===== src/rtl/dhi_pkg.sv =====
package dhi_pkg;
  // Operating mode, fixed while reset is active.
  typedef enum logic [1:0] {
    MODE_I80 = 2'd0,
    MODE_M68 = 2'd1,
    MODE_SER = 2'd2
  } dhi_mode_t;

  // Offsets of the control lines above the data bits in the synchronized vector.
  localparam int OFS_CSN = 0;
  localparam int OFS_CS  = 1;
  localparam int OFS_RDE = 2;
  localparam int OFS_WRW = 3;
  localparam int OFS_DC  = 4;
  localparam int NCTL    = 5;
endpackage


===== src/rtl/dhi_sync.sv =====
module dhi_sync #(
  parameter int W      = 8,
  parameter int STAGES = 2
) (
  input  logic         clk,
  input  logic         rst_n,
  input  logic [W-1:0] d,
  output logic [W-1:0] q
);
  logic [W-1:0] stage_q [STAGES];

  generate
    for (genvar s = 0; s < STAGES; s++) begin : g_stage
      logic [W-1:0] stage_d;
      if (s == 0) begin : g_first
        assign stage_d = d;
      end else begin : g_next
        assign stage_d = stage_q[s-1];
      end
      always_ff @(posedge clk or negedge rst_n) begin
        if (!rst_n) stage_q[s] <= '0;
        else        stage_q[s] <= stage_d;
      end
    end
  endgenerate

  assign q = stage_q[STAGES-1];
endmodule


===== src/rtl/dhi_par_cap.sv =====
module dhi_par_cap #(
  parameter int DW = 8
) (
  input  logic          clk,
  input  logic          rst_n,
  input  logic          en,
  input  logic          m68,
  input  logic          sel,
  input  logic          rde_s,
  input  logic          wrw_s,
  input  logic [DW-1:0] data_s,
  input  logic          dc_s,
  output logic          v_q,
  output logic [DW-1:0] data_q,
  output logic          dc_q,
  output logic          oe_q
);
  logic          rde_prev, wrw_prev;
  logic          wr_edge_80, wr_edge_68, take, rd_act;
  logic          v_d, dc_d, oe_d;
  logic [DW-1:0] data_d;

  always_comb begin
    // 8080: write strobe returns high. 6800: enable falls with the line in write.
    wr_edge_80 = !m68 && wrw_s && !wrw_prev;
    wr_edge_68 = m68 && !rde_s && rde_prev && !wrw_s;
    take       = en && sel && (wr_edge_80 || wr_edge_68);
    rd_act     = en && sel && (m68 ? (rde_s && wrw_s) : !rde_s);
    v_d        = take;
    data_d     = take ? data_s : data_q;
    dc_d       = take ? dc_s : dc_q;
    oe_d       = rd_act;
  end

  always_ff @(posedge clk or negedge rst_n) begin
    if (!rst_n) begin
      rde_prev <= 1'b0;
      wrw_prev <= 1'b0;
      v_q      <= 1'b0;
      data_q   <= '0;
      dc_q     <= 1'b0;
      oe_q     <= 1'b0;
    end else begin
      rde_prev <= rde_s;
      wrw_prev <= wrw_s;
      v_q      <= v_d;
      data_q   <= data_d;
      dc_q     <= dc_d;
      oe_q     <= oe_d;
    end
  end
endmodule


===== src/rtl/dhi_ser_cap.sv =====
module dhi_ser_cap #(
  parameter int DW = 8
) (
  input  logic          clk,
  input  logic          rst_n,
  input  logic          en,
  input  logic          sel,
  input  logic          sclk_s,
  input  logic          sdi_s,
  input  logic          dc_s,
  output logic          v_q,
  output logic [DW-1:0] data_q,
  output logic          dc_q
);
  localparam int CW = $clog2(DW);
  localparam logic [CW-1:0] LAST = CW'(DW - 1);

  logic          sclk_prev, rise, last_bit;
  logic [CW-1:0] cnt_q, cnt_d;
  logic [DW-1:0] shf_q, shf_d, data_d;
  logic          v_d, dc_d;

  always_comb begin
    rise     = en && sel && sclk_s && !sclk_prev;
    last_bit = (cnt_q == LAST);
    cnt_d    = cnt_q;
    shf_d    = shf_q;
    v_d      = 1'b0;
    data_d   = data_q;
    dc_d     = dc_q;
    if (!sel) begin
      cnt_d = '0;
    end else if (rise) begin
      shf_d = {shf_q[DW-2:0], sdi_s};
      if (last_bit) begin
        cnt_d  = '0;
        v_d    = 1'b1;
        data_d = {shf_q[DW-2:0], sdi_s};
        dc_d   = dc_s;
      end else begin
        cnt_d = cnt_q + 1'b1;
      end
    end
  end

  always_ff @(posedge clk or negedge rst_n) begin
    if (!rst_n) begin
      sclk_prev <= 1'b0;
      cnt_q     <= '0;
      shf_q     <= '0;
      v_q       <= 1'b0;
      data_q    <= '0;
      dc_q      <= 1'b0;
    end else begin
      sclk_prev <= sclk_s;
      cnt_q     <= cnt_d;
      shf_q     <= shf_d;
      v_q       <= v_d;
      data_q    <= data_d;
      dc_q      <= dc_d;
    end
  end
endmodule


===== src/rtl/dhi_top.sv =====
module dhi_top
  import dhi_pkg::*;
#(
  parameter int DW          = 8,
  parameter int SYNC_STAGES = 2
) (
  input  logic          clk,
  input  logic          rst_n,
  input  logic          strap_par,
  input  logic          strap_m68,
  input  logic          cs_n,
  input  logic          cs,
  input  logic          rd_e,
  input  logic          wr_rw,
  input  logic          dc,
  input  logic [DW-1:0] bus_i,
  output logic [DW-1:0] bus_o,
  output logic          bus_oe,
  input  logic [DW-1:0] rd_data,
  output logic          byte_valid,
  output logic [DW-1:0] byte_data,
  output logic          byte_is_data
);
  localparam int SW   = DW + NCTL;
  localparam int WARM = SYNC_STAGES + 1;
  localparam int WCW  = $clog2(WARM + 1);
  localparam int SCLK_BIT = DW - 2;
  localparam int SDI_BIT  = DW - 1;

  // Reset: asserted at once, released on the clock.
  logic rst_meta, rst_q;
  always_ff @(posedge clk or negedge rst_n) begin
    if (!rst_n) begin
      rst_meta <= 1'b0;
      rst_q    <= 1'b0;
    end else begin
      rst_meta <= 1'b1;
      rst_q    <= rst_meta;
    end
  end

  // Mode is loaded only while reset is held.
  dhi_mode_t mode_d, mode_q;
  always_comb mode_d = strap_par ? (strap_m68 ? MODE_M68 : MODE_I80) : MODE_SER;
  always_ff @(posedge clk) begin
    if (!rst_q) mode_q <= mode_d;
  end

  logic [SW-1:0] raw, syn;
  assign raw = {dc, wr_rw, rd_e, cs, cs_n, bus_i};

  dhi_sync #(.W(SW), .STAGES(SYNC_STAGES)) u_sync (
    .clk(clk), .rst_n(rst_q), .d(raw), .q(syn)
  );

  logic sel_s;
  assign sel_s = !syn[DW+OFS_CSN] && syn[DW+OFS_CS];

  // Edge detectors stay blind until the synchronizer holds real pin values.
  logic [WCW-1:0] warm_q, warm_d;
  logic           armed;
  always_comb begin
    armed  = (warm_q == WCW'(WARM));
    warm_d = armed ? warm_q : warm_q + 1'b1;
  end
  always_ff @(posedge clk or negedge rst_q) begin
    if (!rst_q) warm_q <= '0;
    else        warm_q <= warm_d;
  end

  logic          p_v, p_dc, p_oe, s_v, s_dc;
  logic [DW-1:0] p_data, s_data;

  dhi_par_cap #(.DW(DW)) u_par (
    .clk(clk), .rst_n(rst_q),
    .en(armed && (mode_q != MODE_SER)),
    .m68(mode_q == MODE_M68),
    .sel(sel_s),
    .rde_s(syn[DW+OFS_RDE]), .wrw_s(syn[DW+OFS_WRW]),
    .data_s(syn[DW-1:0]), .dc_s(syn[DW+OFS_DC]),
    .v_q(p_v), .data_q(p_data), .dc_q(p_dc), .oe_q(p_oe)
  );

  dhi_ser_cap #(.DW(DW)) u_ser (
    .clk(clk), .rst_n(rst_q),
    .en(armed && (mode_q == MODE_SER)),
    .sel(sel_s),
    .sclk_s(syn[SCLK_BIT]), .sdi_s(syn[SDI_BIT]), .dc_s(syn[DW+OFS_DC]),
    .v_q(s_v), .data_q(s_data), .dc_q(s_dc)
  );

  always_comb begin
    byte_valid   = p_v || s_v;
    byte_data    = (mode_q == MODE_SER) ? s_data : p_data;
    byte_is_data = (mode_q == MODE_SER) ? s_dc : p_dc;
    bus_oe       = p_oe;
    bus_o        = p_oe ? rd_data : '0;
  end
endmodule


===== config.mk =====
export PLATFORM = sky130hd
export DESIGN_NAME = dhi_top
export DESIGN_NICKNAME = d
export VERILOG_FILES = /design/src/rtl/dhi_pkg.sv /design/src/rtl/dhi_sync.sv /design/src/rtl/dhi_par_cap.sv /design/src/rtl/dhi_ser_cap.sv /design/src/rtl/dhi_top.sv
export SDC_FILE = /design/constraint.sdc
export NUM_CORES = 1
export LEC_CHECK = 0
export CELL_PAD_IN_SITES_DETAIL_PLACEMENT = 0
export CELL_PAD_IN_SITES_GLOBAL_PLACEMENT = 1
export CORE_ASPECT_RATIO = 1.25
export CORE_MARGIN = 3
export CORE_UTILIZATION = 40
export CTS_CLUSTER_DIAMETER = 80
export CTS_CLUSTER_SIZE = 12
export DETAILED_ROUTE_END_ITERATION = 7
export PLACE_DENSITY_LB_ADDON = 0.1
export SKIP_CTS_REPAIR_TIMING = 1
export SKIP_LAST_GASP = 1
export SLEW_MARGIN = 20
export SYNTH_ARGS = -nofsm -noshare
export SYNTH_HDL_FRONTEND = slang
export SYNTH_SLANG_ARGS = --single-unit

===== constraint.sdc =====
create_clock -name clk -period 3.7 [get_ports clk]
set_input_delay 0.37 -clock clk [delete_from_list [all_inputs] [get_ports clk]]
set_output_delay 0.37 -clock clk [all_outputs]
set_load 0.05 [all_outputs]

==> results of run 1 <==
-- layout make-up --
type | count | area [sq um] | share of cell area (%)
Sequential cell | 66 | 1663 | 54.02
Clock inverter | 5 | 78.83 | 2.561
Timing Repair Buffer | 44 | 437.9 | 14.23
Inverter | 4 | 15.01 | 0.4878
Tap cell | 64 | 80.08 | 2.602
Multi-Input combinational cell | 73 | 671.9 | 21.83
Clock buffer | 11 | 131.4 | 4.268
-- report_power, final --
group / internal (uW) / switching [uW]
sequential: 775 / 24.2
combinational: 109 / 135
clock: 379 / 263
total: 1260 / 422
-- worst max-delay path: stages, from the launching register on --
cell,delay [ns]
edfxtp_1,0.45
and2b_2,0.44
mux2_2,0.37
clkdlybuf4s50_1,0.70
-- cells by family (layout without fill, tap and decap cells) --
group	Yosys count	count (layout)	synth area share [%]
other	1	1	0.1587
AO/OA/AOI/OAI	6	6	2.277
XOR/XNOR	1	1	0.3706
flip-flops	66	66	70.30
multiplexers	35	35	16.68
adder cells (fa/ha/maj)	3	3	1.588
buffers and inverters	8	64	1.270
AND/OR/NAND/NOR	27	27	7.359
-- state kept, by name, summed over array words and instances, names as in the netlist --
register	flops
u_par.wrw_prev	1
u_ser.cnt_q	3
mode_q	2
warm_q	2
u_par.dc_q	1
u_par.rde_prev	1
u_ser.dc_q	1
u_ser.v_q	1
u_sync.g_stage.stage_d	13
u_par.v_q	1
u_ser.shf_q	7
u_ser.data_q	8
rst_q	1
u_ser.sclk_prev	1
u_par.oe_q	1
u_par.data_q	8
u_sync.q	13
rst_meta	1
-- worst max path at each step --
stage / start / endpoint / slack [ns] / cells past startpoint
floorplan: rst_q$_DFF_PN0_ / mode_q[0]$_SDFFCE_PN0N_ / 1.54 / 1
global placement: mode_q[0]$_SDFFCE_PN0N_ / byte_data[5] / 1.38 / 3
detailed placement: mode_q[0]$_SDFFCE_PN0N_ / byte_is_data / 1.35 / 3
CTS: mode_q[0]$_SDFFCE_PN0N_ / byte_data[1] / 0.97 / 3
global route: mode_q[0]$_SDFFCE_PN0N_ / byte_data[6] / 0.90 / 3
finish: mode_q[0]$_SDFFCE_PN0N_ / byte_data[5] / 1.03 / 3
-- Yosys cell counts, drive strengths merged (2+ instances only) --
| cell | n | area (sq um) |
|---|---|---|
| ha | 3 | 37.54 |
| nand3 | 4 | 20.02 |
| edfxtp | 2 | 60.06 |
| dfrtp | 64 | 1602 |
| nand2 | 4 | 15.01 |
| clkbuf | 4 | 15.01 |
| and2 | 9 | 56.30 |
| mux2 | 35 | 394.1 |
| inv | 4 | 15.01 |
-- per-layer routing --
metal / vias up / share of wire [%]
met5: - / 0
met4: 0 / 2.3
met3: 9 / 5.5
met2: 40 / 51
li1: 604 / -
met1: 636 / 41
-- stage by stage --
step	hold slack (ns)	instance area (sq um)
6_report	0.1988	3078
5_1_grt	0.1827	3078
4_1_cts	0.1798	3078
3_5_place_dp	0.3355	2868
3_3_place_gp	0.3319	2868
2_1_floorplan	0.07441	2364
==> qor.yml, run 1 <==
run_status:
  outcome: "complete, no violations"
timing:
  tightestPinTransition_ns: 0.7472
  fin_setup_tns_ns: 0
  final_max_slew_viol_count: 0
  fmax_ghz: 0.3740
  rsz0062_at_grt: "no"
  skew_ns: 0.01025
  layout_setup_ws_ns: 1.026
  period_needed_ns: 2.674
  maxSlewHeadroom_pct: 50.19
  setup_viol: 0
  hold_viol_final: 0
  fin_crit_sh_pct: 72.27
clock_tree:
  clockBufferDepth: 2
  clock_latency_ns: 0.34
  htree_num_levels: 3
  clk_pin_slew_ns: 0.06
  cts-buffers-inserted: 9
  cts_num_sinks: 66
  cts_tree: "built"
  cts_root_buf: "clkbuf_8"
yosys:
  synth.distinct_cells: 27
  ys_ff_latch: 66
  seq_area_frac_synth_pct: 70.30
  synthFlopType: "dfrtp_1"
  synthesis.area_sq_um: 2364
  syn_nets: 175
  yosys_warnings: 0
  syn_avg_cell_area_sq_um: 16.08
  synth_edf_count: 2
  synthArstFlopShare_pct: 96.97
  syn_inst: 147
cells_and_area:
  final_common_cell: "dfrtp_1"
  antenna_cells: 0
  final_util_pct: 55.41
  fill_cells: 455
  final_nets: 226
  area_delta_synth_final_pct: 30.23
  fin_cells: 267
  drive_gt1_share_pct: 27.59
  layout_common_cells: "63 x dfrtp_1, 43 x clkdlybuf4s50_1, 35 x mux2_2"
flow_run:
  cap_violations: 0
place:
  gp_congestion: 0.7285
  pre_cts_ws_ns: 1.350
  port_buffers: 43
  placed_cells: 251
  dp_hpwl_um: 2763
floorplanning:
  fp.dieW_um: 74.76
  dieArea_sq_um: 6873
  placementRows: 30
  core-area_sq_um: 5555
  initial_core_util_pct: 42.55
  num_io_pins: 44
  chipHeight_um: 91.94
drt:
  via_count: 1289
  wl_per_cell_um: 15.11
  totalWireLength_um: 4034
  drt_iter0_markers: 76
  drc_errors: 0
  dr.pass1.iters: 3
  viasPerCell: 4.828
  antenna_left: 0
power_and_ir_drop:
  power_per_cell_area_nw_per_um2: 547.1
  total_power_uw: 1684
  ir_drop_mv: 0.3346
  p_leak_uw: 0.001390
worst_setup_path:
  cp_max_fo: 10
  start_kind: "flop"
  crit_required_ns: 3.33
  reg2reg_from: "mode_q[1]$_SDFFCE_PN1N_"
  arrival_ns: 2.30
  crit_type: "reg -> out"
  ff2ff_setup_slack_ns: 1.38
  r2r_end: "u_par.data_q[1]$_DFFE_PN0P_"
  r2r_cells: 4
  cp-end-kind: "output pin"
grt:
  grt_use_total_pct: 13.20
  grtUsageMet1_pct: 14.71
  antenna_found_initial: 0
  met3_usage_pct: 4.496
  grt_max_degree: 63
  grt_pass1_vias: 1448
  grt_pass1_wl_um: 6589
  grt_remaining_overflow: 0
  grt.busiest_layer: "met2"
  gr-usage-met2_pct: 21.19
min_path:
  hp-class: "in -> async"
No activity file was read; power rests on OpenSTA's default activity.
==> run 2, diff against run 1 <==
--- a/config.mk
+++ b/config.mk
@@ -9,7 +9,7 @@
 export CELL_PAD_IN_SITES_GLOBAL_PLACEMENT = 1
 export CORE_ASPECT_RATIO = 1.25
 export CORE_MARGIN = 3
-export CORE_UTILIZATION = 40
+export CORE_UTILIZATION = 38
 export CTS_CLUSTER_DIAMETER = 80
 export CTS_CLUSTER_SIZE = 12
 export DETAILED_ROUTE_END_ITERATION = 7
==> constraint.sdc (replaced) <==
create_clock -name clk -period 2.2 [get_ports clk]
set_input_delay 0.22 -clock clk [delete_from_list [all_inputs] [get_ports clk]]
set_output_delay 0.22 -clock clk [all_outputs]
set_load 0.05 [all_outputs]
==> qor.yml, run 2 (same netlist as run 1, synthesis figures left out) <==
run_status:
  outcome: "complete, no violations"
timing:
  maxSlewHeadroom_pct: 58.07  # +7.9 points
  fin_setup_tns_ns: 0  # unchanged
  fin_crit_sh_pct: 94.63
  layout_setup_ws_ns: 0.1181  # -0.9079 ns
  skew_ns: 0.008487  # -0.001759 ns
  tightestPinTransition_ns: 0.6289  # -0.1183 ns
  final_max_slew_viol_count: 0  # unchanged
  hold_viol_final: 0  # unchanged
  period_needed_ns: 2.082
  fmax_ghz: 0.4803
  rsz0062_at_grt: "no"
  setup_viol: 0  # unchanged
flow_run:
  cap_violations: 0  # unchanged
clock_tree:
  htree_num_levels: 3  # unchanged
  clk_pin_slew_ns: 0.07  # about the same
  cts_tree: "built"
  cts_root_buf: "clkbuf_8"
  cts_num_sinks: 66  # unchanged
  cts-buffers-inserted: 9  # unchanged
  clockBufferDepth: 2  # unchanged
  clock_latency_ns: 0.33  # about the same
worst_setup_path:
  cp_max_fo: 10  # unchanged
  cp_num_buf_inv: 1  # unchanged
  crit_type: "reg -> reg"
  cp_slowest_cell: "or4b_4"
  arrival_ns: 2.29  # about the same
  critical_path.top_delay_family: "simple AND/OR/NAND/NOR gates"
  start_kind: "flop"
  crit_chain: "nand2b_1 > or4b_4 > a211oi_4 > buf_12 > mux2_2"
  cp-end-kind: "flop"
  worst_path_largest_cell_delay_ns: 0.53  # -0.17 ns
  crit_required_ns: 2.41  # -0.92 ns
cells_and_area:
  final_common_cell: "dfrtp_1"
  area_delta_synth_final_pct: 31.97
  layout_common_cells: "63 x dfrtp_1, 35 x mux2_2, 34 x clkdlybuf4s50_1"
  drive_gt1_share_pct: 33.17  # +5.6 points
  final_nets: 228  # +0.88%
  antenna_cells: 0  # unchanged
drt:
  dr.pass1.iters: 3  # unchanged
  drt_iter0_markers: 29  # -62%
  via_count: 1322  # +2.6%
  wl_per_cell_um: 13.86  # -8.3%
  viasPerCell: 4.606  # -4.6%
  antenna_left: 0  # unchanged
  totalWireLength_um: 3978  # -1.4%
  drc_errors: 0  # unchanged
grt:
  grt_pass1_vias: 1460  # +0.83%
  grt_use_total_pct: 12.34  # -0.86 points
  antenna_found_initial: 0  # unchanged
  grt_max_degree: 53  # -16%
  grt_pass1_wl_um: 6734  # +2.2%
  grt_remaining_overflow: 0  # unchanged
power_and_ir_drop:
  ir_drop_mv: 0.6077  # +82%
  power_per_cell_area_nw_per_um2: 910.1  # +66%
  p_leak_uw: 0.001422  # +2.3%
floorplanning:
  num_io_pins: 44  # unchanged
  dieArea_sq_um: 7208  # +4.9%
  fp.dieW_um: 76.54  # +2.4%
  initial_core_util_pct: 40.09  # -2.5 points
  placementRows: 31  # +3.3%
  chipHeight_um: 94.18  # +2.4%
  core-area_sq_um: 5896  # +6.1%
place:
  dp_hpwl_um: 2738  # -0.89%
  pre_cts_ws_ns: 0.1254  # -1.224 ns
  port_buffers: 43  # unchanged
  gp_congestion: 0.6747  # -7.4%
min_path:
  hp-class: "in -> async"
[run 2: final cells by class]
class / count / area (sq um)
well taps: 82 / 102.6
clock buffers: 13 / 180.2
repair buffers: 46 / 442.9
inverters: 4 / 15.01
clock inverters: 3 / 43.79
multi-input cells: 73 / 671.9
flip-flops and latches: 66 / 1663
fillers: 513 / 2776
[run 2: final timing paths]
path,from,to,slack (ns),depth (start not counted)
worst max-delay path,mode_q[1]$_SDFFCE_PN1N_,u_par.data_q[0]$_DFFE_PN0P_,0.12,5
worst min-delay path,rst_n,rst_meta$_DFF_PN0_,0.04,1
worst max register to register,mode_q[1]$_SDFFCE_PN1N_,u_par.data_q[0]$_DFFE_PN0P_,0.12,5
worst min register to register,rst_q$_DFF_PN0_,u_sync.g_stage[1].stage_d[11]$_DFF_PN0_,0.14,0
max in group asynchronous,rst_q$_DFF_PN0_,u_sync.q[3]$_DFF_PN0_,1.16,1
min in group clk,bus_i[5],u_sync.g_stage[1].stage_d[5]$_DFF_PN0_,0.32,1
[run 2: stage by stage]
stage / cell area (sq um) / instances / util [%] / hold slack, ns / power, uW
after floorplan: 2364 / 147 / - / -0.07559 / 1630
after global placement: 2895 / 271 / 49.11 / 0.1277 / 1767
after detailed placement: 2895 / 271 / 49.11 / 0.1354 / 1780
after CTS: 3119 / 287 / 52.91 / 0.03228 / 2881
after global routing: 3119 / 287 / 52.91 / 0.02603 / 2956
final: 3119 / 287 / 52.91 / 0.04459 / 2839
[run 2: layer usage]
metal	vias up	global-route usage, %	wire length, um
met3	7	4.319	206
met1	665	13.51	1724
met5	-	0	0
li1	611	-	-
met2	39	20.82	1984
met4	0	7.100	63
[run 2: worst reg2reg max path: cells and delay by family, from the launching register on]
family          cells  cell delay (ns)
simple gates        2             0.72
flops               1             0.44
compound gates      1             0.30
buf+inv             1             0.17
mux                 1             0.34
[run 2: power by group]
part           leakage, uW  internal [uW]  switching [uW]
Sequential        0.000812           1300            47.1
Clock             0.000115            655             436
Combinational     0.000495            171             227
Total              0.00142           2130             709
==> run 3, diff against run 2 <==
--- a/config.mk
+++ b/config.mk
@@ -5,7 +5,7 @@
 export SDC_FILE = /design/constraint.sdc
 export NUM_CORES = 1
 export LEC_CHECK = 0
-export CELL_PAD_IN_SITES_DETAIL_PLACEMENT = 0
+export CELL_PAD_IN_SITES_DETAIL_PLACEMENT = 1
 export CELL_PAD_IN_SITES_GLOBAL_PLACEMENT = 1
 export CORE_ASPECT_RATIO = 1.25
 export CORE_MARGIN = 3
==> qor.yml, run 3 (same netlist as run 1, synthesis figures left out) <==
worst_setup_path:
  cp-end-kind: "flop"
  cp_max_fo: 10  # unchanged
  crit_required_ns: 2.42  # about the same
  start_kind: "flop"
  critical_path.top_delay_family: "simple AND/OR/NAND/NOR gates"
  ff2ff_setup_slack_ns: 0.10  # about the same
  crit_type: "reg -> reg"
  crit_chain: "nand2b_1 > or4b_4 > a211oi_4 > buf_12 > mux2_2"
  worst_path_largest_cell_delay_ns: 0.54  # about the same
  cp_slowest_cell: "or4b_4"
  arrival_ns: 2.32  # +0.03 ns
  cp_num_buf_inv: 1  # unchanged
clock_tree:
  clock_latency_ns: 0.34  # about the same
  cts_root_buf: "clkbuf_8"
  cts-buffers-inserted: 9  # unchanged
  cts_num_sinks: 66  # unchanged
  cts_tree: "built"
  htree_num_levels: 3  # unchanged
  clk_pin_slew_ns: 0.07  # about the same
  clockBufferDepth: 2  # unchanged
timing:
  fin_crit_sh_pct: 95.26  # +0.62 points
  skew_ns: 0.01004  # +0.001555 ns
  maxSlewHeadroom_pct: 58.09  # about the same
  setup_viol: 0  # unchanged
  fmax_ghz: 0.4772  # -0.65%
  final_max_slew_viol_count: 0  # unchanged
  period_needed_ns: 2.096  # +0.01369 ns
  fin_setup_tns_ns: 0  # unchanged
  hold_viol_final: 0  # unchanged
  rsz0062_at_grt: "no"
  layout_setup_ws_ns: 0.1044  # -0.01369 ns
  tightestPinTransition_ns: 0.6286  # -0.0003104 ns
place:
  dp_hpwl_um: 3120  # +14%
  pre_cts_ws_ns: 0.08339  # -0.04202 ns
  gp_congestion: 0.6747  # unchanged
  port_buffers: 43  # unchanged
  placed_cells: 271  # unchanged
floorplanning:
  initial_core_util_pct: 40.09  # unchanged
  placementRows: 31  # unchanged
  num_io_pins: 44  # unchanged
  chipHeight_um: 94.18  # unchanged
  core-area_sq_um: 5896  # unchanged
  fp.dieW_um: 76.54  # unchanged
  dieArea_sq_um: 7208  # unchanged
cells_and_area:
  final_nets: 228  # unchanged
  fill_cells: 595  # +16%
  antenna_cells: 0  # unchanged
  seq_area_sq_um: 1663  # unchanged
  layout_common_cells: "63 x dfrtp_1, 35 x mux2_2, 34 x clkdlybuf4s50_1"
  fin_cells: 287  # unchanged
  final_common_cell: "dfrtp_1"
  area_delta_synth_final_pct: 30.12
  drive_gt1_share_pct: 33.17  # unchanged
  multi_input_area_sq_um: 671.9  # unchanged
grt:
  grt_remaining_overflow: 0  # unchanged
  grt_max_degree: 53  # unchanged
  antenna_found_initial: 0  # unchanged
  grt_use_total_pct: 13.99  # +1.6 points
  grt_pass1_vias: 1495  # +2.4%
  grt_pass1_wl_um: 7500  # +11%
drt:
  dr.pass1.iters: 4  # +1
  route.met2.wl_um: 2195  # +11%
  drc_errors: 0  # unchanged
  viasPerCell: 4.578  # -0.61%
  totalWireLength_um: 4363  # +9.7%
  wl_per_cell_um: 15.20  # +9.7%
  wl_met1_um: 1823  # +5.7%
  drt_iter0_markers: 23  # -21%
  wl_met3_um: 236  # +15%
  top_layer: "met4"
  via_count: 1314  # -0.61%
  antenna_left: 0  # unchanged
flow_run:
  cap_violations: 0  # unchanged
power_and_ir_drop:
  p_sw_uw: 722.9  # +1.9%
  seqPwrFrac_pct: 50.7  # +3.1 points
  total_power_uw: 2667  # -6.0%
  ir_drop_mv: 0.5923  # -2.5%
  swShare_pct: 27.10  # +2.1 points
  comb_power_share_pct: 15.0  # +1.0 points
  p_int_uw: 1944  # -8.7%
  p_leak_uw: 0.001404  # -1.3%
  power_per_cell_area_nw_per_um2: 867.3  # -4.7%
  pwr-share-clk_pct: 34.3  # -4.1 points
min_path:
  hp-class: "in -> async"
run_status:
  outcome: "complete, no violations"
run 3: cell types whose count changed in the layout (fill, tap and decap cells not counted):
cell / before / now
bufinv_16: 1 / 0
clkbuf_16: 1 / 0
clkinv_2: 1 / 2
inv_4: 0 / 1
run 3: power by group through the flow:
stage | Clock, uW | Combinational, uW | Sequential (uW)
after detailed placement | 0 | 407 | 1380
after global routing | 1010 | 425 | 1370
after global placement | 0 | 397 | 1370
after floorplan | 0 | 259 | 1370
final | 915 | 400 | 1350
after CTS | 947 | 408 | 1350
run 3: layer usage:
| metal | GRT usage, % | vias to the layer above |
|---|---|---|
| met4 | 8.157 | 0 |
| met1 | 16.15 | 661 |
| li1 | - | 607 |
| met3 | 5.662 | 7 |
| met5 | 0 | - |
| met2 | 21.99 | 39 |
run 3: worst paths after layout:
kind | start | endpoint | depth (start not counted)
min in group clk | bus_i[3] | u_sync.g_stage[1].stage_d[3]$_DFF_PN0_ | 1
max reg2reg | mode_q[1]$_SDFFCE_PN1N_ | u_par.data_q[0]$_DFFE_PN0P_ | 5
min reg2reg | rst_q$_DFF_PN0_ | u_sync.q[8]$_DFF_PN0_ | 0
max in group asynchronous | rst_q$_DFF_PN0_ | u_par.oe_q$_DFF_PN0_ | 1
min | rst_n | rst_meta$_DFF_PN0_ | 1
max | mode_q[1]$_SDFFCE_PN1N_ | u_par.data_q[0]$_DFFE_PN0P_ | 5
run 3: final cells by class:
class / count / area share (%)
Tap cell: 82 / 3.336
Clock inverter: 4 / 0.8137
Clock buffer: 12 / 5.045
Timing Repair Buffer: 46 / 14.40
Multi-Input combinational cell: 73 / 21.85
Inverter: 4 / 0.4882
Sequential cell: 66 / 54.07
run 3: per-stage QoR:
step	utilization, %	hold WS, ns	area [sq um]
after floorplan	-	-0.07559	2364
after global placement	49.11	0.1277	2895
after detailed placement	49.11	0.1329	2895
after CTS	52.16	0.02016	3075
after global routing	52.16	0.009547	3075
final	52.16	0.04121	3075
run 3: worst reg2reg max path: stages, from the launching register on:
cell and delay (ns):
edfxtp_1 0.43, nand2b_1 0.20, or4b_4 0.54, a211oi_4 0.30, buf_12 0.17, mux2_2 0.34
